==> src/rtl/fwd_pkg.sv <==
package fwd_pkg;
    typedef enum logic [1:0] {
        SEL_RF  = 2'b00,
        SEL_WB  = 2'b01,
        SEL_EXM = 2'b10
    } fwd_sel_e;

    localparam int NUM_OPS = 2;
endpackage

==> src/rtl/fwd_select.sv <==
module fwd_select
    import fwd_pkg::*;
#(
    parameter int REG_W = 5
) (
    input  logic [REG_W-1:0] src,
    input  logic             exm_we,
    input  logic [REG_W-1:0] exm_rd,
    input  logic             wb_we,
    input  logic [REG_W-1:0] wb_rd,
    output logic [1:0]       sel
);
    logic     exm_hit_d;
    logic     wb_hit_d;
    fwd_sel_e sel_d;

    always_comb begin
        exm_hit_d = exm_we && (exm_rd != '0) && (exm_rd == src);
        wb_hit_d  = wb_we  && (wb_rd  != '0) && (wb_rd  == src);
        if (exm_hit_d)
            sel_d = SEL_EXM;
        else if (wb_hit_d)
            sel_d = SEL_WB;
        else
            sel_d = SEL_RF;
    end

    assign sel = sel_d;
endmodule

==> src/rtl/fwd_mux3.sv <==
module fwd_mux3
    import fwd_pkg::*;
#(
    parameter int DATA_W = 32
) (
    input  logic [1:0]        sel,
    input  logic [DATA_W-1:0] rf_val,
    input  logic [DATA_W-1:0] exm_val,
    input  logic [DATA_W-1:0] wb_val,
    output logic [DATA_W-1:0] y
);
    logic [DATA_W-1:0] y_d;

    always_comb begin
        case (sel)
            SEL_EXM: y_d = exm_val;
            SEL_WB:  y_d = wb_val;
            default: y_d = rf_val;
        endcase
    end

    assign y = y_d;
endmodule

==> src/rtl/fwd_store_byp.sv <==
module fwd_store_byp #(
    parameter int REG_W  = 5,
    parameter int DATA_W = 32
) (
    input  logic              mem_wr,
    input  logic [REG_W-1:0]  mem_rt,
    input  logic [DATA_W-1:0] mem_sdata,
    input  logic              wb_we,
    input  logic              wb_load,
    input  logic [REG_W-1:0]  wb_rd,
    input  logic [DATA_W-1:0] wb_value,
    output logic              byp,
    output logic [DATA_W-1:0] wdata
);
    logic              byp_d;
    logic [DATA_W-1:0] wdata_d;

    always_comb begin
        byp_d   = mem_wr && wb_we && wb_load && (wb_rd != '0) && (wb_rd == mem_rt);
        wdata_d = byp_d ? wb_value : mem_sdata;
    end

    assign byp   = byp_d;
    assign wdata = wdata_d;
endmodule

==> src/rtl/fwd_unit.sv <==
module fwd_unit
    import fwd_pkg::*;
#(
    parameter int REG_W  = 5,
    parameter int DATA_W = 32
) (
    input  logic [REG_W-1:0]  ex_rs,
    input  logic [REG_W-1:0]  ex_rt,
    input  logic [DATA_W-1:0] rf_a,
    input  logic [DATA_W-1:0] rf_b,
    input  logic              exm_we,
    input  logic [REG_W-1:0]  exm_rd,
    input  logic [DATA_W-1:0] exm_result,
    input  logic              wb_we,
    input  logic              wb_load,
    input  logic [REG_W-1:0]  wb_rd,
    input  logic [DATA_W-1:0] wb_value,
    input  logic              mem_wr,
    input  logic [REG_W-1:0]  mem_rt,
    input  logic [DATA_W-1:0] mem_sdata,
    output logic [1:0]        sel_a,
    output logic [1:0]        sel_b,
    output logic [DATA_W-1:0] op_a,
    output logic [DATA_W-1:0] op_b,
    output logic              st_byp,
    output logic [DATA_W-1:0] dmem_wdata
);
    logic [REG_W-1:0]  src_v [NUM_OPS];
    logic [DATA_W-1:0] rf_v  [NUM_OPS];
    logic [1:0]        sel_v [NUM_OPS];
    logic [DATA_W-1:0] op_v  [NUM_OPS];

    assign src_v[0] = ex_rs;
    assign src_v[1] = ex_rt;
    assign rf_v[0]  = rf_a;
    assign rf_v[1]  = rf_b;

    for (genvar g = 0; g < NUM_OPS; g++) begin : g_op
        fwd_select #(.REG_W(REG_W)) u_sel (
            .src    (src_v[g]),
            .exm_we (exm_we),
            .exm_rd (exm_rd),
            .wb_we  (wb_we),
            .wb_rd  (wb_rd),
            .sel    (sel_v[g])
        );

        fwd_mux3 #(.DATA_W(DATA_W)) u_mux (
            .sel     (sel_v[g]),
            .rf_val  (rf_v[g]),
            .exm_val (exm_result),
            .wb_val  (wb_value),
            .y       (op_v[g])
        );
    end

    assign sel_a = sel_v[0];
    assign sel_b = sel_v[1];
    assign op_a  = op_v[0];
    assign op_b  = op_v[1];

    fwd_store_byp #(.REG_W(REG_W), .DATA_W(DATA_W)) u_stb (
        .mem_wr    (mem_wr),
        .mem_rt    (mem_rt),
        .mem_sdata (mem_sdata),
        .wb_we     (wb_we),
        .wb_load   (wb_load),
        .wb_rd     (wb_rd),
        .wb_value  (wb_value),
        .byp       (st_byp),
        .wdata     (dmem_wdata)
    );
endmodule

==> config.mk <==
export PLATFORM = sky130hd
export DESIGN_NAME = fwd_unit
export DESIGN_NICKNAME = d
export VERILOG_FILES = /design/src/rtl/fwd_pkg.sv /design/src/rtl/fwd_select.sv /design/src/rtl/fwd_mux3.sv /design/src/rtl/fwd_store_byp.sv /design/src/rtl/fwd_unit.sv
export SDC_FILE = /design/constraint.sdc
export NUM_CORES = 1
export LEC_CHECK = 0
export ABC_AREA = 1
export CELL_PAD_IN_SITES_DETAIL_PLACEMENT = 2
export CELL_PAD_IN_SITES_GLOBAL_PLACEMENT = 2
export CORE_AREA = 3 3 111 113
export DETAILED_ROUTE_END_ITERATION = 6
export DIE_AREA = 0 0 114 116
export DONT_BUFFER_PORTS = 1
export PLACE_DENSITY_LB_ADDON = 0.12
export SYNTH_ARGS = -nofsm -noshare
export SYNTH_HDL_FRONTEND = slang
export SYNTH_HIERARCHICAL = 1
export SYNTH_SLANG_ARGS = --single-unit
==> constraint.sdc <==
create_clock -name vclk -period 6.38
set_clock_uncertainty 0.2 [all_clocks]
set_input_delay 1.276 -clock vclk [all_inputs]
set_output_delay 1.276 -clock vclk [all_outputs]
set_load 0.03 [all_outputs]
# Yosys cells after proc, flatten, opt, wreduce, memory -nomap -nowiden
# Cells that the tools add are included.
# totals
regBits	0
in_bits	189
output_inout_bits	101
wordCells	28
# classes
n_eq_ne	9
mux	7
n_reduce_logical	12
# ops
cell	count
one-hot mux 32 bit (2 select lines)	2
two-way mux 32 bit	1
== test 5 bit	5
logical AND 1 bit	10
nonzero test 5 bit	2
== test 2 x 1 -> 1 bit (second input constant)	2
== test 2 bit (second input constant)	2
two-way mux 2 bit	2
two-way mux 1 bit	2

# Depth between registers and ports, before layout
# logic_depth
depth_word	7
mapped_depth	14
mapped_depth_nobuf	13

# Hierarchy
# Netlist, hierarchy kept.
# modules_own_cells
module	n_inst	cells_per_inst	area_per_inst_um2	seq_area_each_um2
fwd_mux3	2	210	878.3	0.0
fwd_store_byp	1	131	634.4	0.0
fwd_select	2	51	221.5	0.0

# Worst setup path before layout
# Ideal clock, no wire load.
# synth_timing
path_kind	input port to output port
from	in wb_rd[0]
to	out op_a[0]
arrival_ns	3.132
path_slack_ns	1.772
cell_stages	13
path_buffers	2
cell_sequence	inv_1 a21boi_0 nand2_1 nor2_1 nand3_1 nor2_1 inv_1 ha_1 buf_2 inv_2 buf_6 nand2_1 nand2_1
# synth_via
elab_chain_len	7
# synth_lines
item	line_no	text
from (decl)	fwd_unit.sv:16	input logic [REG_W-1:0] wb_rd,
nonzero test 5 bit	fwd_select.sv:19	wb_hit_d = wb_we && (wb_rd != '0) && (wb_rd == src);
logical AND 1 bit	fwd_select.sv:19	
logical AND 1 bit (*)	fwd_select.sv:19	
two-way mux 1 bit (*)	fwd_select.sv:22	else if (wb_hit_d)
two-way mux 2 bit (*)	fwd_select.sv:20	if (exm_hit_d)
named net sel_a[0]	fwd_unit.sv:21	output logic [1:0] sel_a,
== test 2 x 1 -> 1 bit / == test 2 bit (equally long branches)	fwd_mux3.sv:15	case (sel)
one-hot mux 32 bit (2 select lines) (*)	fwd_mux3.sv:15	
to (decl)	fwd_unit.sv:23	output logic [DATA_W-1:0] op_a,
# The timed path passes the listed nets; every way through them passes the cells marked *.

# Worst setup path in the final report
# layout_timing
from	in exm_rd[3]
to	out op_b[13]
# layout_via
elab_chain_len	6
# layout_lines
item	line_no	text
from (decl)	fwd_unit.sv:12	input logic [REG_W-1:0] exm_rd,
nonzero test 5 bit	fwd_select.sv:18	exm_hit_d = exm_we && (exm_rd != '0) && (exm_rd == src);
logical AND 1 bit	fwd_select.sv:18	
logical AND 1 bit (*)	fwd_select.sv:18	
two-way mux 2 bit (*)	fwd_select.sv:20	
named net sel_b[1]	fwd_unit.sv:22	output logic [1:0] sel_b,
== test 2 x 1 -> 1 bit / == test 2 bit (equally long branches)	fwd_mux3.sv:15	
one-hot mux 32 bit (2 select lines) (*)	fwd_mux3.sv:15	
to (decl)	fwd_unit.sv:24	output logic [DATA_W-1:0] op_b,
# Marks and branches as above.

==> results.yml <==
status:
  status: "finished clean"
grt:
  grt_pass1_wl_um: 22100
  overflow: 0
  antenna_found_initial: 0
  grt_pass1_vias: 4166
  grt_max_degree: 34
  track_usage: 0.206
finish:
  n_antenna_cell: 0
  regArea_um2: 0
  drive_gt1_frac: 0.0401
  final_util: 0.239
  areaGrowthSynthToFinish_pct: -3.62
  seq_cell_count: 0
  nClkBuffers: 0
  stdcell_count: 767
  nNetsFinal: 819
  fillers: 1598
timing:
  max_freq_mhz: 190
  rsz0062_at_grt: "no"
  post-route-period-util: 0.827
  slew_headroom: 0.550
  tns_ns: 0
  setup_viol: 0
  hold_violations: 0
  tightest_slew_ns: 0.673
  slew_violations: 0
  min_period_ns: 5.28
pwr:
  ir_drop_mv: 0.0388
  leakage_nw: 1.81
  swShare: 0.817
  cellPowerDensity_nw_per_um2: 70.4
  p_seq_frac: 0
  combPwrFrac: 1.000
  p_int_w: 0.0000351
  clkPwrFrac: 0
  p_sw_w: 0.000157
min_path:
  hold_end: "op_a[28]"
  hold_start: "rf_a[28]"
  hold_path.class: "in2out"
  whs_path_depth: 2
logic_synthesis:
  synth.most_common_cell: "nand2_1"
  syn_inst: 653
  synth_top_cell_area_share: 0.656
  yosysWarningCount: 6
  synth_area_leaders: "nand2_1 (66%), buf_6 (9.1%), nand3_1 (7.1%)"
  postSynthAreaPerCell_um2: 4.34
  ys_seq_area_frac: 0
  ys_top_cells_by_count: "nand2_1 (495), nand3_1 (40), inv_1 (29)"
  synth.distinct_cells: 20
  syn_nets: 846
  yosys.area.top_type: "nand2_1"
  syn_area_um2: 2830
floorplanning:
  start_util: 0.248
  core_area_um2: 11400
  die_area_um2: 13200
  die_x_um: 114
  rows: 39
  io_pins: 290
  dieHeight_um: 116
critical_path:
  crit_path_frequent_cell: "nand2_1"
  cp-start-kind: "primary input"
  critPathCaptureType: "output pin"
  path_class: "in2out"
  max_stage_delay_ns: 0.51
  required_ns: 4.90
  slowest_stage: "ha_1"
  cp.arrival_ns: 3.80
  cp_max_fo: 20
  crit_chain: "inv_1 > nand2_1 > nand2_1 > nor2_1 > nand3_1 > nor2_2 > nor2_1 > inv_1 > ha_1 > buf_4 > nand2_1 > nand2_1 > nand2_1 > nand2_1"
routing:
  vias: 3846
  ant_nets: 0
  via_per_inst: 5.01
  drt-total-wl_um: 14800
  drc: 0
  firstDrtPassIters: 4
  wl_per_cell_um: 19.3
  drt-initial-drc-count: 92
clock_tree:
  cts_setup_buffers: 0
  ctsResizeCount: 0
  postCtsHoldBufs: 0
job:
  drv_cap: 0
placed_design:
  io_buffers: 0
  dp_hpwl_um: 11800
  place_inst: 767
  gp_congestion: 0.808
[cell usage in the layout, fill, tap and decap left out]
master / instances
nor2_1: 16
a21oi_1: 2
buf_4: 8
nand2_1: 495
o21ai_0: 6
xnor2_1: 3
nor2_8: 1
nand2_4: 1
nand2_2: 2
nand3_2: 1
nor2_4: 1
inv_2: 7
xor2_1: 2
nor2_2: 4
a21boi_0: 2
inv_1: 29
nand3_1: 40
ha_1: 4
[kinds of logic (layout without fill, tap and decap cells)]
family	Yosys count	in the layout	synth area share
XOR/XNOR	5	5	0.0155
buffers and inverters	73	44	0.168
AND/OR/NAND/NOR	561	561	0.779
adder cells (fa/ha/maj)	4	4	0.0177
AO/OA/AOI/OAI	10	10	0.0194
[critical path: cells and delay by family]
| kind | cells | cell delay, ns |
|---|---|---|
| adders and majority gates | 1 | 0.51 |
| buffers and inverters | 3 | 0.51 |
| and+or+nand+nor | 10 | 1.49 |
[power by group through the flow]
| stage | sequential (W) | clock [W] | combinational [W] |
|---|---|---|---|
| 3_3_place_gp | 0 | 0 | 0.000191 |
| 2_1_floorplan | 0 | 0 | 0.000175 |
| 6_report | 0 | 0 | 0.000192 |
| 5_1_grt | 0 | 0 | 0.000210 |
| 3_5_place_dp | 0 | 0 | 0.000195 |
| 4_1_cts | 0 | 0 | 0.000196 |
[stage by stage]
stage          total power, W  setup WS [ns]  cell area, µm²  hold WS [ns]
2_1_floorplan        0.000175           1.77            2830          2.57
3_3_place_gp         0.000191           1.12            2730          2.58
3_5_place_dp         0.000195           1.04            2730          2.58
4_1_cts              0.000196           1.04            2730          2.58
5_1_grt              0.000210          0.818            2730          2.59
6_report             0.000192           1.10            2730          2.58
[how the worst max path moves through the flow]
stage / from / endpoint
finish: exm_rd[3] / op_b[13]
global route: ex_rt[0] / op_b[20]
CTS: ex_rt[2] / op_b[13]
detailed placement: ex_rt[2] / op_b[13]
global placement: ex_rt[0] / op_b[13]
floorplan: wb_rd[0] / op_a[0]
[per-layer routing]
| metal | GRT usage | vias up | wire length, µm |
|---|---|---|---|
| met2 | 0.415 | 163 | 7900 |
| met3 | 0.0470 | 8 | 1270 |
| li1 | - | 1884 | - |
| met4 | 0.0158 | 0 | 100 |
| met5 | 0 | - | 0 |
| met1 | 0.227 | 1791 | 5550 |
[final cells by class]
type / count / area [µm²] / share of cell area
well taps: 143 / 179 / 0.0655
repair buffers: 8 / 60.1 / 0.0220
inverters: 36 / 135 / 0.0495
multi-input cells: 580 / 2360 / 0.863
Note: power is estimated with default switching activity, not from simulation.
